### config.mk
export PLATFORM = sky130hd
export DESIGN_NAME = dspace_regfile
export DESIGN_NICKNAME = d
export VERILOG_FILES = /design/src/rtl/dspace_regfile.sv
export SDC_FILE = /design/constraint.sdc
export NUM_CORES = 1
export LEC_CHECK = 0
export ABC_CLOCK_PERIOD_IN_PS = 2900
export BUFFER_PORTS_ARGS = -buffer_cell sky130_fd_sc_hd__buf_2
export CORE_MARGIN = 2
export CORE_UTILIZATION = 35
export CTS_CLUSTER_SIZE = 20
export DETAILED_ROUTE_END_ITERATION = 12
export PLACE_DENSITY_LB_ADDON = 0.05
export REMOVE_ABC_BUFFERS = 1
export SKIP_CTS_REPAIR_TIMING = 1
export SLEW_MARGIN = 20
export SYNTH_ARGS = -nofsm -noshare
export SYNTH_HDL_FRONTEND = slang
export SYNTH_SLANG_ARGS = --single-unit
### constraint.sdc
create_clock -name clk -period 2.9 [get_ports clk]
set_input_delay 0.58 -clock clk [delete_from_list [all_inputs] [get_ports clk]]
set_output_delay 0.58 -clock clk [all_outputs]
set_load 0.01 [all_outputs]
### src/rtl/dspace_regfile.sv
module dspace_regfile #(
  parameter int DW     = 8,
  parameter int AW     = 5,
  parameter int RAM_LO = 7
) (
  input  logic          clk,
  input  logic          rst_n,
  input  logic [AW-1:0] raddr,
  output logic [DW-1:0] rdata,
  input  logic          we,
  input  logic [AW-1:0] waddr,
  input  logic [DW-1:0] wdata,
  input  logic [DW-1:0] pc_lo_in,
  output logic          pc_wr,
  output logic [DW-1:0] pc_wr_data,
  output logic          page_sel,
  output logic [3:0]    porta_q,
  output logic [DW-1:0] portb_q
);
  localparam int NLOC = 1 << AW;
  localparam logic [AW-1:0] A_IND = AW'(0);
  localparam logic [AW-1:0] A_PC  = AW'(2);
  localparam logic [AW-1:0] A_ST  = AW'(3);
  localparam logic [AW-1:0] A_PTR = AW'(4);
  localparam logic [AW-1:0] A_PA  = AW'(5);
  localparam logic [AW-1:0] A_PB  = AW'(6);
  localparam logic [AW-1:0] A_LO  = AW'(RAM_LO);

  logic [DW-1:0] ram [RAM_LO:NLOC-1];
  logic [DW-1:0] status_q;
  logic [AW-1:0] ptr_q;
  logic [3:0]    pa_q;
  logic [DW-1:0] pb_q;

  logic [AW-1:0] eff_r, eff_w;
  logic          null_r, null_w, wr_ok;

  assign eff_r  = (raddr == A_IND) ? ptr_q : raddr;
  assign eff_w  = (waddr == A_IND) ? ptr_q : waddr;
  assign null_r = eff_r < A_PC;
  assign null_w = eff_w < A_PC;
  assign wr_ok  = we && !null_w;

  assign pc_wr      = wr_ok && (eff_w == A_PC);
  assign pc_wr_data = wdata;
  assign page_sel   = status_q[5];
  assign porta_q    = pa_q;
  assign portb_q    = pb_q;

  always_comb begin
    rdata = '0;
    if (!null_r) begin
      case (eff_r)
        A_PC:    rdata = pc_lo_in;
        A_ST:    rdata = {status_q[7], 1'b0, status_q[5], 1'b1, status_q[3:0]};
        A_PTR:   rdata = {{(DW-AW){1'b1}}, ptr_q};
        A_PA:    rdata = {4'hF, pa_q};
        A_PB:    rdata = pb_q;
        default: rdata = ram[eff_r];
      endcase
    end
  end

  always_ff @(posedge clk or negedge rst_n) begin
    if (!rst_n) begin
      status_q <= 8'h18;
      ptr_q    <= '0;
      pa_q     <= '0;
      pb_q     <= '0;
    end else if (wr_ok) begin
      case (eff_w)
        A_ST:  status_q <= wdata;
        A_PTR: ptr_q    <= wdata[AW-1:0];
        A_PA:  pa_q     <= wdata[3:0];
        A_PB:  pb_q     <= wdata;
        default: ;
      endcase
    end
  end

  always_ff @(posedge clk) begin
    if (wr_ok && eff_w >= A_LO) ram[eff_w] <= wdata;
  end

  AST_RAM_WRITE: assert property (@(posedge clk) disable iff (!rst_n)
    (we && eff_w >= A_LO) |=> ram[$past(eff_w)] == $past(wdata));
  AST_NULL_READ: assert property (@(posedge clk) disable iff (!rst_n)
    null_r |-> rdata == '0);
  AST_NULL_WRITE: assert property (@(posedge clk) disable iff (!rst_n)
    (we && null_w) |=> $stable(ptr_q) && $stable(status_q) && $stable(pb_q));
  AST_STATUS_FIXED: assert property (@(posedge clk) disable iff (!rst_n)
    (eff_r == A_ST) |-> rdata[4] && !rdata[6]);
  AST_PTR_HIGH: assert property (@(posedge clk) disable iff (!rst_n)
    (eff_r == A_PTR) |-> rdata[DW-1:AW] == '1);
  AST_PA_HIGH: assert property (@(posedge clk) disable iff (!rst_n)
    (eff_r == A_PA) |-> rdata[7:4] == 4'hF);
  AST_PC_NOSTORE: assert property (@(posedge clk) disable iff (!rst_n)
    pc_wr |=> $stable(status_q) && $stable(ptr_q) && $stable(pa_q) && $stable(pb_q));
endmodule

* Word-level counts from Yosys, hierarchy flattened *
Memory sizes are Yosys's and may differ from the RTL's.
Index checks and enable logic that the tools add are counted.

word-level totals
  register bits = 25
  memory bits (writable) = 200
  input bits = 29
  output and inout port bits = 30
  logic and storage cells = 34
  memories = 1

memories
  memory  words  bits a word  rd ports  clocked after memory_dff  wr ports  line  source
  ram     25     8            1         0                         1         29    logic [DW-1:0] ram [RAM_LO:NLOC-1];

cells by class
  order comparisons = 3
  eq/ne operators = 10
  mux-type cells = 6
  reduce and logical (&&, ||, !) cells = 10

operators with widths
  operator              number
  $pmux W8 S5           1
  $eq A5 B3 Y1 const B  6
  $eq A5 B2 Y1 const B  4
  $logic_not A5 Y1      2
  $lt A5 B2 Y1 const B  2
  $mux W5               2
  $mux W8               1
  $reduce_and A2 Y1     4
  $ge A5 B3 Y1 const B  1
  $logic_and A1 B1 Y1   3
  $mux W1               2
  $logic_not A1 Y1      1

* Depth between registers and ports, before layout *
Gate-level depths: netlist of run 1.

  depth in word-level cells = 8
  gate-level depth with buffers = 10
  gate-level depth less buffers = 6

* Worst setup path before layout of run 1 *
OpenSTA, ideal clock, no wires.

  kind = input -> output
  from = input port raddr[3]
  to = output port rdata[2]
  arrival = 2.455 ns
  data required time = 2.320 ns
  path slack = -0.135 ns
  cell stages on the path = 9
  buffers on the path = 3
  path through = buf_6 or3_1 buf_2 o21ai_4 buf_4 a21oi_1 a211oi_1 o211ai_1 a211oi_1

between the ends
  cells in the longest elaborated chain, start to end = 5
  elaborated cells between the ends (all ways) = 11
  classes of those cells = 1 x order compare; 5 x eq/ne; 3 x mux; 1 x reduce/logical; 1 x memory

ends and longest elaborated chain
  what                                    line  source
  start, declared                         8     input logic [AW-1:0] raddr,
  $logic_not A5 Y1                        38    assign eff_r = (raddr == A_IND) ? ptr_q : raddr;
  $mux W5 (*)                             38
  $mem_v2 Z25 W8 (tied with other cells)  -
  $pmux W8 S5                             53    case (eff_r)
  $mux W8 (*)                             52    if (!null_r) begin
  end, declared                           9     output logic [DW-1:0] rdata,

Mark *: on every way between the ends. The rest lies on a longest branch, timed or not.

* Worst setup path after layout of run 1 *
  from = register ptr_q[2]
  to = output port rdata[4]

between the ends
  cells in the longest elaborated chain, start to end = 4
  elaborated cells between the ends (all ways) = 10
  classes of those cells = 1 x order compare; 5 x eq/ne; 3 x mux; 1 x memory

ends and longest elaborated chain
  what                                    line  source
  start, declared                         31    logic [AW-1:0] ptr_q;
  start signal, assigned                  73    A_PTR: ptr_q <= wdata[AW-1:0];
  $mux W5 (*)                             38
  $mem_v2 Z25 W8 (tied with other cells)  -
  $pmux W8 S5                             53
  $mux W8 (*)                             52

Marked as above.

==> metrics.log, run 1 <==
INFO  metric run_status = complete, but fails checks
INFO  metric violated_checks = setup timing
INFO  metric placement.io_buffers = 58
INFO  metric yosys-top-cells-area = edfxtp_1 (62%), dfrtp_1 (5.6%), mux2i_1 (4.5%)
INFO  metric drt_first_pass_iters = 5
INFO  metric pre_cts_slack = -0.755 ns
INFO  metric ant_nets = 0
INFO  metric drv_cap = 0
INFO  metric critical_path.max_stage_delay = around 0.49 ns
INFO  metric yosys.area.top_type_share = 0.616
INFO  metric period_minus_slack = approximately 3.5 ns
INFO  metric first_pass_grt_wire_length = between 40 and 50 mm
INFO  metric setup_slack = -0.649 ns
INFO  metric cts_buffer_depth = 3
INFO  metric hold_ws = 0.0313 ns
INFO  metric antenna_found_initial = 2
INFO  metric cts_tree = yes
INFO  metric avgViaCountPerCell = around 5.3
INFO  metric cpLargestDelayFamily = compound AO/OA/AOI/OAI gates
INFO  metric worstSetupEndpointType = primary output
INFO  metric synth-warning-count = 0
INFO  metric worst-path-buf-inv = 3
INFO  metric clock-sinks = about 220
INFO  metric htreeDepth = 1
INFO  metric cellPowerDensity = ~610 nW/µm²
INFO  metric ir_worst_vdd = between 500 and 600 µV
INFO  metric grt_start_max_net_pins = 34
INFO  metric min_period_over_period = 1.22
INFO  metric chipWidth = about 170 µm
INFO  metric final_cell_mix = edfxtp_1 (200), buf_4 (161), nand2_1 (76)
INFO  metric fmax = ~0.28 GHz
INFO  metric vias_in_the_first_global_route = 6920
INFO  metric average_wire_length_per_cell_after_detail_routing = 24.6 µm
INFO  metric drc = 0
INFO  metric worst_r2r_startpoint = ptr_q[2]
INFO  metric cp-start-kind = register
INFO  metric ys_ff_latch = 223
INFO  metric synth-main-ff-cell = edfxtp_1
INFO  metric worst_pin_slew = around 0.67 ns
INFO  metric cts_made_buffers = 27
INFO  metric final_common_cell = edfxtp_1
INFO  metric globalRouteTotalUtil = 0.214
INFO  metric post_layout_total_power = just under 8 mW
INFO  metric clock-root-buffer = clkbuf_16
INFO  metric synth.avg_cell_area = between 10 and 15 µm²
INFO  metric cp_max_fo = 3
INFO  metric worstPathCellList = or4b_4 -> o21ai_4 -> buf_6 -> buf_6 -> o22ai_2 -> o211ai_1 -> nand4b_1 -> o211ai_1 -> buf_2
INFO  metric clock_latency = 0.53 ns
INFO  metric setup_violations = 8
INFO  metric core_area = 27600 µm²
INFO  metric synth_enable_flop_cells = 200
INFO  metric grt_setup_unrepaired = yes
INFO  metric hp-class = primary input to async pin
INFO  metric fp.dieArea = between 20000 and 30000 µm²
INFO  metric critical_path_required = between 2 and 2.5 ns
INFO  metric asyncSetResetFlopFracSynth = 0.103
INFO  metric rows = 61
INFO  metric critical_path.reg2reg.endpoint = ptr_q[2]
INFO  metric worst_slew_margin_rel = 0.556
INFO  metric finalHoldViolations = 0
INFO  metric timing.clock.skew = approximately 0.016 ns
INFO  metric clkSlewWorstSetupHoldPaths = roughly 0.06 ns
INFO  metric routabilityCongestion = 0.871
INFO  metric netlist-cell-type-count = 64
INFO  metric ios = around 60
INFO  metric synth.largest_area_cell = edfxtp_1
INFO  metric post-route-util = 0.476
INFO  metric grt_overflow = 0
INFO  metric hpwl = 21.5 mm
INFO  metric type_of_the_setup_path_with_the_least_slack = register to primary output
INFO  metric worst_ep_arrival_time = around 3.0 ns
INFO  metric floorplan.die.height = about 170 µm
INFO  metric timing.final.max_slew_violations = 0
INFO  metric route.final.wire_length = between 30 and 40 mm
INFO  metric vias = approximately 7000
INFO  metric initial_utilization = 0.353
INFO  metric crit_slowest_cell = or4b_4
INFO  metric netlist_area_before_placement = slightly below 10000 µm²
INFO  metric static-leakage-power = a little under 5 nW
INFO  metric synthToLayoutAreaGrowth = 34.8%
INFO  metric drive_above_1_share = 0.408
INFO  metric r2r_cell_count = 6
INFO  metric synth-seq-area-share = 0.675
INFO  metric final.fill_count = roughly 2500
INFO  metric r2r_slack = approximately 0.67 ns
INFO  metric finalNetCount = about 950
INFO  metric antenna_cells_inserted = 0
INFO  metric initialDrtViolationCount = a little under 600
INFO  metric syn_inst = approximately 700
==> worst reg2reg max path: cells and delay by family, from the launching register on <==
family,cells,cell delay [ns]
mux,1,0.40
flops,1,0.35
simple gates,4,1.21
buf+inv,1,0.16
==> worst max path at each step <==
stage	from	to	slack, ns	depth (start not counted)
after floorplan	raddr[1]	rdata[7]	-1.41	6
after global placement	raddr[3]	rdata[4]	-0.79	12
after detailed placement	raddr[3]	rdata[4]	-0.76	12
after CTS	raddr[3]	rdata[4]	-0.78	12
after global routing	ptr_q[2]	rdata[4]	-0.72	9
final	ptr_q[2]	rdata[4]	-0.65	9
==> registers in the layout (all words and copies together) (netlist names) <==
| signal | cells |
|---|---|
| porta_q | 4 |
| ptr_q | 5 |
| portb_q | 8 |
| status_q | 6 |
| ram | 200 |
==> cell usage after synthesis (all sizes together), types with 11 or more instances <==
library cell	n
o21ai	15
nor2b	12
nor2	55
dfrtp	22
clkbuf	14
mux2i	44
a21oi	29
buf	30
nand3	11
nand2	80
mux2	23
a221oi	18
a211oi	15
edfxtp	200
==> routing by layer <==
| layer | GRT usage | vias to the layer above | share of wire |
|---|---|---|---|
| met2 | 0.369 | 199 | 0.49 |
| met3 | 0.0305 | 43 | 0.050 |
| met4 | 0.0512 | 0 | 0.022 |
| met5 | 0 | - | 0 |
| li1 | - | 3174 | - |
| met1 | 0.287 | 3573 | 0.43 |
==> stage by stage <==
| stage | setup TNS (ns) | instance area [µm²] | instances |
|---|---|---|---|
| after floorplan | -10.68 | 9470 | 647 |
| after global placement | -5.71 | 11600 | 1239 |
| after detailed placement | -5.68 | 11600 | 1239 |
| after CTS | -5.83 | 12400 | 1288 |
| after global routing | -5.04 | 13100 | 1320 |
| final | -4.29 | 13100 | 1320 |
==> final cells by class <==
type,count,area (µm²),share of cell area
Sequential cell,223,6580,0.501
Clock buffer,32,694,0.0528
Inverter,6,26.3,0.00200
Timing Repair Buffer,246,1980,0.151
Clock inverter,17,165,0.0126
Multi-Input combinational cell,418,3220,0.245
Tap cell,378,473,0.0360
==> kinds of logic (layout without fill, tap and decap cells) <==
logic type             after synthesis  after routing  share of synthesized area
AND/OR/NAND/NOR                    194            194                     0.0923
AO/OA/AOI/OAI                      151            151                      0.116
buffers and inverters               50            301                     0.0305
flip-flops                         223            223                      0.675
multiplexers                        73             73                     0.0856
==> report_power, final <==
part           internal [mW]  switching (mW)  total (mW)
combinational          0.441           0.559        1.00
clock                   1.97            1.32        3.29
sequential              3.60          0.0734        3.67
(Power assumes the default switching activity.)
==> inputs of run 2 (changes only) <==
--- a/config.mk
+++ b/config.mk
@@ -5,9 +5,9 @@
 export SDC_FILE = /design/constraint.sdc
 export NUM_CORES = 1
 export LEC_CHECK = 0
+export ABC_AREA = 1
 export ABC_CLOCK_PERIOD_IN_PS = 2900
 export BUFFER_PORTS_ARGS = -buffer_cell sky130_fd_sc_hd__buf_2
-export CORE_MARGIN = 2
 export CORE_UTILIZATION = 35
 export CTS_CLUSTER_SIZE = 20
 export DETAILED_ROUTE_END_ITERATION = 12
==> metrics.log, run 2 <==
INFO  metric clock_latency = between 0.5 and 0.6 ns
INFO  metric clock-root-buffer = clkbuf_16
INFO  metric finalNetCount = 1159
INFO  metric top_register = ram
INFO  metric worst_ep_arrival_time = ~2.6 ns
INFO  metric synth-main-ff-cell = edfxtp_1
INFO  metric drive_above_1_share = 0.260
INFO  metric fp.dieArea = a little under 30000 µm²
INFO  metric vias = 7332
INFO  metric globalRouteTotalUtil = 0.201
INFO  metric drc = 0
INFO  metric post_layout_nonfiller_instances = around 1500
INFO  metric initialDrtViolationCount = 470
INFO  metric cp_max_fo = 6
INFO  metric synth-seq-area-share = 0.660
INFO  metric largest_reg_flops = 200
INFO  metric htreeDepth = 1
INFO  metric clkSlewWorstSetupHoldPaths = 0.06 ns
INFO  metric run_status = complete, but fails checks
INFO  metric hp-class = primary input to async pin
INFO  metric netlist_area_before_placement = 9970 µm²
INFO  metric timing.clock.skew = between 0.015 and 0.02 ns
INFO  metric cts_buffer_depth = 3
INFO  metric synth_enable_flop_cells = 200
INFO  metric switching_share = 0.248
INFO  metric crit_slowest_cell = dfrtp_2
INFO  metric grt_setup_unrepaired = yes
INFO  metric cellPowerDensity = 602 nW/µm²
INFO  metric first_pass_grt_wire_length = 43.1 mm
INFO  metric routabilityCongestion = between 0.8 and 0.9
INFO  metric violated_checks = setup timing
INFO  metric finalHoldViolations = 0
INFO  metric type_of_the_setup_path_with_the_least_slack = register to primary output
INFO  metric min_period_over_period = 1.11
INFO  metric numPlacedInstances = ~1500
INFO  metric antenna_found_initial = 0
INFO  metric worst-path-buf-inv = 6
INFO  metric floorplan.die.height = 171 µm
INFO  metric static-leakage-power = about 5.2 nW
INFO  metric avgViaCountPerCell = ~4.8
INFO  metric core_area = 27900 µm²
INFO  metric netlist-cell-type-count = 32
INFO  metric pwr-share-seq = 0.471
INFO  metric post-route-util = 0.461
INFO  metric average_wire_length_per_cell_after_detail_routing = a little under 20 µm
INFO  metric drt_first_pass_iters = 5
INFO  metric syn_inst = between 900 and 1000
INFO  metric critPathLaunch = ptr_q[0]
INFO  metric cts_made_buffers = 27
INFO  metric timing.final.max_slew_violations = 0
INFO  metric grt_overflow = 0
INFO  metric path_common_cell = nor2_2
INFO  metric stdcell_area = about 13000 µm²
INFO  metric comb_power_share = 0.112
INFO  metric worst_slew_margin_rel = 0.636
INFO  metric worst_pin_slew = 0.546 ns
INFO  metric asyncSetResetFlopFracSynth = 0.103
INFO  metric synth-warning-count = 0
INFO  metric setup_slack = -0.321 ns
INFO  metric critical_path.max_stage_delay = about 0.43 ns
INFO  metric cts_tree = yes
INFO  metric total_switching_power = roughly 1.9 mW
INFO  metric post_layout_total_power = approximately 7.7 mW
INFO  metric rows = a little over 60
INFO  metric clock-sinks = about 220
INFO  metric grt_start_max_net_pins = 33
INFO  metric share_clk_of_total_power = 0.417
INFO  metric period_minus_slack = roughly 3.2 ns
INFO  metric synth.avg_cell_area = between 10 and 15 µm²
INFO  metric chipWidth = 171 µm
INFO  metric antenna_cells_inserted = 0
INFO  metric worstSetupEndpointType = primary output
INFO  metric cpLargestDelayFamily = simple AND/OR/NAND/NOR gates
INFO  metric ant_nets = 0
INFO  metric worstPathCellList = inv_2 -> nand4_1 -> nand2_4 -> buf_6 -> clkbuf_16 -> buf_8 -> nand2_4 -> nand3_2 -> nand2_2 -> nor2_2 -> nor2_2 -> nor2_1 -> buf_4 -> nor2_2 -> nor2_1 -> buf_2
INFO  metric initial_utilization = 0.357
INFO  metric post-synth-top-count-cell = nand2_1
INFO  metric final_cell_mix = nand2_1 (252), edfxtp_1 (200), nand3_1 (188)
INFO  metric pre_cts_slack = -0.231 ns
INFO  metric yosys.area.top_type_share = 0.602
INFO  metric synthToLayoutAreaGrowth = 29.1%
INFO  metric yosys-top-cells-area = edfxtp_1 (60%), nand3_1 (10%), nand2_1 (9.8%)
INFO  metric critical_path_required = 2.32 ns
INFO  metric ir_worst_vdd = 511 µV
INFO  metric vias_in_the_first_global_route = 7132
INFO  metric cp-start-kind = register
INFO  metric route.final.wire_length = 29.6 mm
INFO  metric worst_r2r_startpoint = ptr_q[3]
INFO  metric ios = a little under 60
INFO  metric drv_cap = 0
INFO  metric synth.largest_area_cell = edfxtp_1
INFO  metric ys_ff_latch = ~220
INFO  metric power_report.internal_total = approximately 5.8 mW
INFO  metric fmax = between 0.3 and 0.4 GHz
INFO  metric hpwl = roughly 19 mm
INFO  metric setup_violations = 8
INFO  metric synth.top_cells.by_count = nand2_1 (260), nand3_1 (203), edfxtp_1 (200), nor2_1 (68), inv_1 (67)
INFO  metric placement.io_buffers = 58
INFO  metric final_common_cell = nand2_1
INFO  metric place_area = between 10000 and 15000 µm²
## run 2: changes by cell type in the layout (fill, tap and decap cells not counted), moves of 11 or more
| cell | delta |
|---|---|
| a21oi_1 | -21 |
| a221oi_1 | -12 |
| buf_4 | -56 |
| inv_1 | +61 |
| mux2_2 | -23 |
| mux2i_1 | -41 |
| nand2_1 | +176 |
| nand3_1 | +178 |
| nand3_2 | +17 |
| nand4_1 | +11 |
| nor2_2 | +15 |
| nor2b_1 | -12 |
| o21ai_0 | +24 |
## run 2: power groups by stage
| stage | combinational, mW | clock (mW) | sequential, mW |
|---|---|---|---|
| 2_1_floorplan | 0.336 | 0 | 3.71 |
| 3_3_place_gp | 0.766 | 0 | 3.71 |
| 3_5_place_dp | 0.769 | 0 | 3.71 |
| 4_1_cts | 0.771 | 3.30 | 3.65 |
| 5_1_grt | 0.958 | 3.40 | 3.65 |
| 6_report | 0.870 | 3.23 | 3.64 |
## run 2: layer usage
| layer | vias up | GRT usage | routed length (µm) |
|---|---|---|---|
| met5 | - | 0 | 0 |
| met4 | 0 | 0.0509 | 592 |
| met3 | 38 | 0.0268 | 1240 |
| met2 | 157 | 0.329 | 14000 |
| met1 | 3495 | 0.280 | 13700 |
| li1 | 3642 | - | - |
## run 2: cell families (layout without fill, tap and decap cells)
| group | Yosys count | in the layout | synth area share |
|---|---|---|---|
| buf+inv | 124 | 313 | 0.0592 |
| compound gates | 53 | 53 | 0.0316 |
| simple gates | 561 | 561 | 0.249 |
| flops | 223 | 223 | 0.660 |
## run 2: worst reg2reg max path: stages (launching register included)
cell	delay (ns)
dfrtp_1	0.41
inv_1	0.14
o21bai_1	0.13
nor2_1	0.20
nand2_1	0.11
o21ai_1	0.20
nand2_1	0.29
nor2_1	0.23
buf_4	0.21
## run 2: metrics by stage
| stage | hold slack, ns | TNS (ns) |
|---|---|---|
| global route | 0.0552 | -3.25 |
| CTS | 0.0271 | -2.42 |
| detailed placement | 0.485 | -1.62 |
| global placement | 0.481 | -1.67 |
| floorplan | 0.284 | -8.42 |
| finish | 0.0276 | -2.33 |
## run 2: final cells by class
class                      count  area [µm²]
sequential                   223        6580
clock buffer                  32         694
inverter                      69         262
multi-input combinational    614        3010
fill                        2678       15100
timing repair buffer         195        1700
clock inverter                17         153
tap                          378         473
## run 2: final timing paths
| check | cells past startpoint | to | slack [ns] |
|---|---|---|---|
| worst min register to register | 2 | status_q[3] | 0.50 |
| max in group asynchronous | 1 | ptr_q[0] | 2.47 |
| min in group clk | 1 | ram[26][0] | 0.34 |
| worst min-delay path | 1 | portb_q[6] | 0.03 |
| worst max register to register | 8 | ram[17][4] | 0.68 |
| worst max-delay path | 16 | rdata[1] | -0.32 |
==> inputs of run 3 (changes only) <==
--- a/config.mk
+++ b/config.mk
@@ -7,10 +7,10 @@
 export LEC_CHECK = 0
 export ABC_AREA = 1
 export ABC_CLOCK_PERIOD_IN_PS = 2900
-export BUFFER_PORTS_ARGS = -buffer_cell sky130_fd_sc_hd__buf_2
 export CORE_UTILIZATION = 35
 export CTS_CLUSTER_SIZE = 20
 export DETAILED_ROUTE_END_ITERATION = 12
+export DONT_BUFFER_PORTS = 1
 export PLACE_DENSITY_LB_ADDON = 0.05
 export REMOVE_ABC_BUFFERS = 1
 export SKIP_CTS_REPAIR_TIMING = 1
==> metrics.log, run 3 (same netlist as run 2, synthesis figures left out) <==
INFO  metric run_status = complete, but fails checks
INFO  metric violated_checks = setup timing
INFO  metric timing.final.max_slew_violations = 0
INFO  metric drive_above_1_share = 0.195
INFO  metric ant_nets = 0
INFO  metric min_to = ram[22][4]
INFO  metric cpLargestDelayFamily = simple AND/OR/NAND/NOR gates
INFO  metric top_register = ram
INFO  metric min_period_over_period = 1.09
INFO  metric final_cell_mix = nand2_1 (258), edfxtp_1 (200), nand3_1 (187)
INFO  metric route.final.wire_length = approximately 31 mm
INFO  metric chipWidth = about 170 µm
INFO  metric hold_ws = about 0.14 ns
INFO  metric antenna_found_initial = 0
INFO  metric worstPathCellList = buf_4 -> nand4_4 -> buf_6 -> nand3_1 -> nand3_1 -> a21oi_1 -> nor2_1 -> nand2_1 -> nand2_1 -> a21oi_1 -> buf_4
INFO  metric worstSetupEndpointType = primary output
INFO  metric setup_slack = -0.269 ns
INFO  metric final_common_cell = nand2_1
INFO  metric hp-class = primary input to register
INFO  metric critical_path_required = approximately 2.3 ns
INFO  metric fp.dieArea = a little under 30000 µm²
INFO  metric finalNetCount = 1080
INFO  metric synthToLayoutAreaGrowth = 24.3%
INFO  metric clock-root-buffer = clkbuf_16
INFO  metric static-leakage-power = a little under 5 nW
INFO  metric critical_path.reg2reg.endpoint = ram[29][1]
INFO  metric ios = 59
INFO  metric vias_in_the_first_global_route = 6844
INFO  metric clock-sinks = 223
INFO  metric drc = 0
INFO  metric grt_overflow = 0
INFO  metric cp_max_fo = 24
INFO  metric largest_reg_flops = 200
INFO  metric r2r_slack = ~0.63 ns
INFO  metric crit_slowest_cell = dfrtp_2
INFO  metric cp-start-kind = register
INFO  metric initial_utilization = 0.357
INFO  metric hold_start = wdata[4]
INFO  metric average_wire_length_per_cell_after_detail_routing = about 21 µm
INFO  metric worst_pin_slew = about 0.52 ns
INFO  metric globalRouteTotalUtil = 0.206
INFO  metric cellPowerDensity = between 600 and 700 nW/µm²
INFO  metric cts_made_buffers = 27
INFO  metric type_of_the_setup_path_with_the_least_slack = register to primary output
INFO  metric clkSlewWorstSetupHoldPaths = 0.06 ns
INFO  metric final.fill_count = 2724
INFO  metric drv_cap = 0
INFO  metric hpwl = 18.8 mm
INFO  metric drt_first_pass_iters = 5
INFO  metric clock_latency = approximately 0.54 ns
INFO  metric floorplan.die.height = approximately 170 µm
INFO  metric setup_violations = 8
INFO  metric min_path_cells = 0
INFO  metric critical_path.max_stage_delay = roughly 0.44 ns
INFO  metric period_minus_slack = ~3.2 ns
INFO  metric antenna_cells_inserted = 0
INFO  metric grt_start_max_net_pins = 42
INFO  metric avgViaCountPerCell = around 4.9
INFO  metric timing.clock.skew = roughly 0.0093 ns
INFO  metric ir_worst_vdd = between 400 and 500 µV
INFO  metric worst_r2r_startpoint = ptr_q[3]
INFO  metric worst-path-buf-inv = 3
INFO  metric first_pass_grt_wire_length = about 44 mm
INFO  metric routabilityCongestion = 0.776
INFO  metric finalHoldViolations = 0
INFO  metric cts_buffer_depth = 3
INFO  metric grt_setup_unrepaired = yes
INFO  metric cts_tree = yes
INFO  metric rows = between 60 and 70
INFO  metric worst_ep_arrival_time = ~2.6 ns
INFO  metric placement.io_buffers = 0
INFO  metric worst_slew_margin_rel = 0.649
INFO  metric initialDrtViolationCount = approximately 600
INFO  metric fmax = 0.316 GHz
INFO  metric core_area = roughly 28000 µm²
INFO  metric htreeDepth = 1
INFO  metric total_neg_setup_slack = -1.83 ns
INFO  metric r2r_cell_count = 8
INFO  metric vias = just over 7000
-- run 3: per-layer routing --
layer,vias up,GRT usage,part of all wire
li1,3481,-,-
met1,3476,0.294,0.46
met2,159,0.333,0.47
met3,35,0.0264,0.046
met4,0,0.0454,0.019
met5,-,0,0
-- run 3: worst max path at each step --
stage / start / to / slack, ns / cells past startpoint
after CTS: ptr_q[0] / rdata[4] / -0.35 / 14
final: ptr_q[0] / rdata[6] / -0.27 / 11
after global placement: raddr[3] / rdata[2] / -0.09 / 14
after floorplan: raddr[0] / rdata[0] / -1.06 / 10
after detailed placement: raddr[3] / rdata[2] / -0.12 / 14
after global routing: ptr_q[0] / rdata[4] / -0.43 / 14
-- run 3: power breakdown --
group / switching [mW] / internal [mW]
registers: 0.0846 / 3.58
logic: 0.426 / 0.285
clock network: 1.32 / 1.88
total: 1.83 / 5.75
-- run 3: layout make-up --
class / count / area, µm² / share of cell area
Clock buffer: 32 / 694 / 0.0560
Inverter: 69 / 262 / 0.0211
Clock inverter: 18 / 139 / 0.0112
Timing Repair Buffer: 116 / 1270 / 0.103
Tap cell: 378 / 473 / 0.0382
Multi-Input combinational cell: 614 / 2970 / 0.240
Sequential cell: 223 / 6580 / 0.531
-- run 3: worst reg2reg max path, cell delays in order, from the launching register on --
cell,delay [ns]
dfrtp_1,0.42
inv_1,0.15
o21bai_1,0.14
nor2_1,0.20
nand2_1,0.12
o21ai_1,0.21
nand2_1,0.30
nor2_1,0.23
buf_4,0.21
-- run 3: per-stage QoR --
step	utilization	cells	area (µm²)	power (mW)	setup WS, ns
finish	0.444	1450	12400	7.58	-0.269
global route	0.444	1450	12400	7.84	-0.427
CTS	0.426	1431	11900	7.55	-0.348
detailed placement	0.396	1381	11100	4.34	-0.115
global placement	0.396	1381	11100	4.34	-0.0884
floorplan	-	906	9640	4.04	-1.06
